--- src/rtl/ide_regwin.sv ---
module ide_regwin #(
  parameter int AW = 12,
  parameter int DW = 32
) (
  input  logic          clk,
  input  logic          rst_n,
  input  logic          bus_sel,
  input  logic          bus_we,
  input  logic [1:0]    bus_size,
  input  logic [AW-1:0] bus_addr,
  input  logic [DW-1:0] bus_wdata,
  output logic [DW-1:0] bus_rdata,
  output logic [3:0]    dev_idx,
  output logic [1:0]    dev_size,
  output logic          dev_rd,
  output logic          dev_wr,
  output logic [DW-1:0] dev_wdata,
  input  logic [DW-1:0] dev_rdata,
  input  logic          disk_irq_in,
  input  logic          dma_irq_in,
  output logic          disk_irq_out,
  output logic          dma_irq_out
);
  localparam int IW = AW - 4;

  logic [IW-1:0] idx;
  logic is_b, is_h, is_w;
  logic tf_hit, cs_hit, data_hit, tim_hit, irq_hit, dev_hit;
  logic [31:0] timing_q;
  logic        dma_q;
  logic        dma_clr;

  function automatic logic [31:0] swap32(input logic [31:0] v);
    return {v[7:0], v[15:8], v[23:16], v[31:24]};
  endfunction

  assign idx  = bus_addr[AW-1:4];
  assign is_b = (bus_size == 2'd0);
  assign is_h = (bus_size == 2'd1);
  assign is_w = bus_size[1];

  assign tf_hit   = is_b && (idx >= IW'(1)) && (idx <= IW'(7));
  assign cs_hit   = is_b && (idx == IW'(8) || idx == IW'(22));
  assign data_hit = (is_h || is_w) && (idx == '0);
  assign tim_hit  = is_w && (idx == IW'(8'h20));
  assign irq_hit  = is_w && (idx == IW'(8'h30));
  assign dev_hit  = bus_sel && (tf_hit || cs_hit || data_hit);

  assign dev_rd   = dev_hit && !bus_we;
  assign dev_wr   = dev_hit && bus_we;
  assign dev_idx  = cs_hit ? 4'd8 : (tf_hit ? idx[3:0] : 4'd0);
  assign dev_size = is_w ? 2'd2 : bus_size;

  always_comb begin
    if (is_w)      dev_wdata = swap32(bus_wdata);
    else if (is_h) dev_wdata = {16'h0, bus_wdata[7:0], bus_wdata[15:8]};
    else           dev_wdata = {24'h0, bus_wdata[7:0]};
  end

  always_comb begin
    if (tf_hit || cs_hit)     bus_rdata = {24'h0, dev_rdata[7:0]};
    else if (data_hit && is_h) bus_rdata = {16'h0, dev_rdata[7:0], dev_rdata[15:8]};
    else if (data_hit)        bus_rdata = swap32(dev_rdata);
    else if (tim_hit)         bus_rdata = swap32(timing_q);
    else if (irq_hit)         bus_rdata = swap32({dma_q, disk_irq_in, 30'h0});
    else if (is_b)            bus_rdata = 32'h0000_00FF;
    else if (is_h)            bus_rdata = 32'h0000_FFFF;
    else                      bus_rdata = 32'hFFFF_FFFF;
  end

  assign dma_clr = bus_sel && bus_we && irq_hit && swap32(bus_wdata)[31];

  always_ff @(posedge clk or negedge rst_n) begin
    if (!rst_n) begin
      timing_q <= '0;
      dma_q    <= 1'b0;
    end else begin
      if (bus_sel && bus_we && tim_hit) timing_q <= swap32(bus_wdata);
      dma_q <= dma_irq_in | (dma_q & ~dma_clr);
    end
  end

  assign disk_irq_out = disk_irq_in;
  assign dma_irq_out  = dma_irq_in;


  strobe_excl_chk: assert property (@(posedge clk) disable iff (!rst_n)
    !(dev_rd && dev_wr));

  unmapped_quiet_chk: assert property (@(posedge clk) disable iff (!rst_n)
    (bus_sel && is_b && !(idx inside {IW'(1), IW'(2), IW'(3), IW'(4), IW'(5),
      IW'(6), IW'(7), IW'(8), IW'(22)})) |-> !dev_rd && !dev_wr);

  timing_hold_chk: assert property (@(posedge clk) disable iff (!rst_n)
    !(bus_sel && bus_we && bus_size[1] && bus_addr[AW-1:4] == IW'(8'h20))
      |=> $stable(timing_q));

  dma_set_chk: assert property (@(posedge clk) disable iff (!rst_n)
    dma_irq_in |=> dma_q);

  dma_hold_chk: assert property (@(posedge clk) disable iff (!rst_n)
    (dma_q && !(bus_sel && bus_we && bus_wdata[7])) |=> dma_q);
endmodule

--- config.mk ---
export PLATFORM = sky130hd
export DESIGN_NAME = ide_regwin
export DESIGN_NICKNAME = d
export VERILOG_FILES = /design/src/rtl/ide_regwin.sv
export SDC_FILE = /design/constraint.sdc
export NUM_CORES = 1
export LEC_CHECK = 0
export BUFFER_PORTS_ARGS = -buffer_cell sky130_fd_sc_hd__buf_2
export CORE_MARGIN = 2
export CORE_UTILIZATION = 40
export CTS_CLUSTER_DIAMETER = 150
export CTS_CLUSTER_SIZE = 28
export DETAILED_ROUTE_END_ITERATION = 6
export HOLD_SLACK_MARGIN = 0.06
export MAX_ROUTING_LAYER = met4
export PLACE_DENSITY = 0.87
export SKIP_CTS_REPAIR_TIMING = 1
export SYNTH_ARGS = -nofsm -noshare
export SYNTH_HDL_FRONTEND = slang
export SYNTH_SLANG_ARGS = --single-unit
--- constraint.sdc ---
create_clock -name clk -period 1.52 [get_ports clk]
set_input_delay 0.152 -clock clk [delete_from_list [all_inputs] [get_ports clk]]
set_output_delay 0.152 -clock clk [all_outputs]
set_load 0.02 [all_outputs]
==> flow_summary.toml <==
[run_status]
outcome = "finished, violations left"
violations = "negative setup slack"

[finish]
layout_common_cells = "buf_2 (113), buf_4 (42), dfrtp_1 (33), buf_6 (33), mux2_4 (30)"
drive_above_1_share_pct = 66.2
final_nets = 554
final_util_pct = 72.7
stdcell_count = 548
nFillCells = 418
multi_input_area_um2 = 2130
area_delta_synth_final_pct = 77.2
layout.area.seq_um2 = 826
antenna_cells = 0
mostFrequentLayoutCell = "buf_2"

[setup_path]
criticalPathCategory = "in -> out"
rr_worst_depth = 1
cp.arrival_ps = 1590
cpMaxStageDelayCell = "nor4_4"
reg2reg_from = "timing_q[18]"
worstSetupEndpoint = "bus_rdata[7]"
cp_data_required_time_ps = 1370
cpPeakStageDelay_ps = 240
endpoint_kind = "primary output"
cp_top_family = "buffers and inverters"
r2r_end = "timing_q[18]"
crit_fanout = 6
cp-startpoint = "bus_addr[5]"
crit_chain = "buf_12, buf_4, nor4_4, buf_6, and3_4, buf_4, nand2_1, a2bb2oi_2, buf_6"
rrSetupSlack_ps = 690
startpoint_type = "input port"
crit_buf_inv = 5
cp.depth = 9

[clock_network]
root_buffer = "clkbuf_8"
cts_buffer_depth = 2
htree_levels = 2
cts_tree = "yes"
clock_latency_ps = 290
clkSinkCount = 33
clkTransAtPathRegs_ps = 70
numCtsBuffers = 5

[placement]
dp_hpwl_um = 7400
gp_congestion = 0.890
io_buffers = 153
dpl_worst_slack_ps = -327
dp.cells = 532

[power_and_ir_drop]
power_per_cell_area_nw_per_um2 = 586
peakVddDrop_mv = 0.457
finalPower_w = 0.00269
leakage_nw = 2.34

[global_routing]
grt_pass1_wl_um = 14900
grt.overflow.total = 0
grt_max_degree = 35
grt_pass1_vias = 2977
grt_usage_pct = 26.7
antenna_found_initial = 0

[sta]
clock-skew-final_ps = 0
layout_setup_ws_ps = -220
finalSetupViolations = 38
rsz0062_at_grt = "true"
max_freq_mhz = 575
worstMarginPinSlew_ps = 728
slew_headroom_pct = 51.5
final_hold_viol_count = 0
period_needed_ps = 1740
whs_ps = 94.1
fin_crit_sh_pct = 114
slew_violations = 0

[synth]
synthesis.instances = 288
syn-num-nets = 372
synth-seq-cells = 33
ys_warn_count = 0
synth-main-ff-cell = "dfrtp_1"
netlist_area_um2 = 2590
synth_cell_type_count = 41
ys_seq_area_share_pct = 31.9
synth_edf_count = 0
synthArstFlopShare_pct = 100
avgSynthCellArea_um2 = 9.00

[detailed_routing]
viasPerCell = 5.60
first_pass_iters = 4
drc = 0
top_layer = "met4"
vias = 3070
wl_per_cell_um = 19.6
routed-wl-met3_um = 790
wirelength_um = 10800
wl_met1_um = 4360
wl_met2_um = 5270
postRouteAntennaNets = 0
drtIter0Drc = 187

[floorplan]
die_area_um2 = 7140
fp.dieW_um = 84.5
row_count = 29
initial_utilization_pct = 41.0
core_area_um2 = 6310
io_pins = 158
die_h_um = 84.5

[min_path]
hold_path.class = "in -> reg"

[job]
drv_cap = 0
[routing by layer]
layer / vias to the layer above / track usage (%)
li1: 1404 / -
met1: 1445 / 34.8
met2: 182 / 43.0
met3: 39 / 3.34
met4: 0 / 9.09
met5: - / -
[through the flow]
stage / TNS [ps] / cell area [um^2]
2_1_floorplan: -1100 / 2840
3_3_place_gp: -10870 / 3830
3_5_place_dp: -12900 / 3830
4_1_cts: -7800 / 3960
5_1_grt: -5800 / 4590
6_report: -4550 / 4590
[cells by family after synthesis]
logic type	after synthesis	synth area share, %
AND/OR/NAND/NOR	116	22.8
AO/OA/AOI/OAI	72	17.7
multiplexers	42	22.2
flip-flops	33	31.9
buffers and inverters	24	5.12
XOR/XNOR	1	0.338
[state kept, by name (all words and copies together) (netlist names)]
name	count
timing_q	32
dma_q	1
[synth_stat cells (2+ instances only)]
cell type	instances	area, um^2
a21oi_1	3	15.0
a22o_1	8	70.1
a2bb2oi_1	8	70.1
and2_1	24	150
and3_1	6	37.5
buf_2	3	15.0
buf_4	4	30.0
buf_6	3	33.8
clkbuf_1	11	41.3
dfrtp_1	33	826
mux2_2	4	45.0
mux2_4	30	450
mux2i_1	8	80.1
nand2_1	35	131
nand3_1	3	15.0
nor2_1	26	97.6
nor2b_1	7	43.8
nor3_1	2	10.0
nor4_1	3	18.8
o21ai_0	31	155
o22ai_1	16	100
[how the worst min path moves through the flow]
stage               start            to  slack, ps  cells after the start
3_5_place_dp        rst_n   timing_q[5]        250                      1
2_1_floorplan       rst_n         dma_q       -140                      0
6_report       dma_irq_in         dma_q         90                      2
4_1_cts             rst_n  timing_q[25]        -70                      1
3_3_place_gp        rst_n  timing_q[29]        230                      1
5_1_grt        dma_irq_in         dma_q         80                      2
[area by class of cell]
| type | instances | area share [%] |
|---|---|---|
| well taps | 77 | 2.10 |
| inverters | 1 | 0.0817 |
| repair buffers | 197 | 30.5 |
| multi-input cells | 232 | 46.4 |
| clock inverters | 3 | 1.42 |
| flip-flops and latches | 33 | 18.0 |
| clock buffers | 5 | 1.50 |
[report_power, final]
part / switching, W / internal, W / leakage [nW]
combinational: 0.000443 / 0.000360 / 1.81
clock: 0.000333 / 0.000651 / 0.0681
sequential: 0.0000120 / 0.000890 / 0.455
total: 0.000789 / 0.00190 / 2.34
No activity file was read; power rests on OpenSTA's default activity.
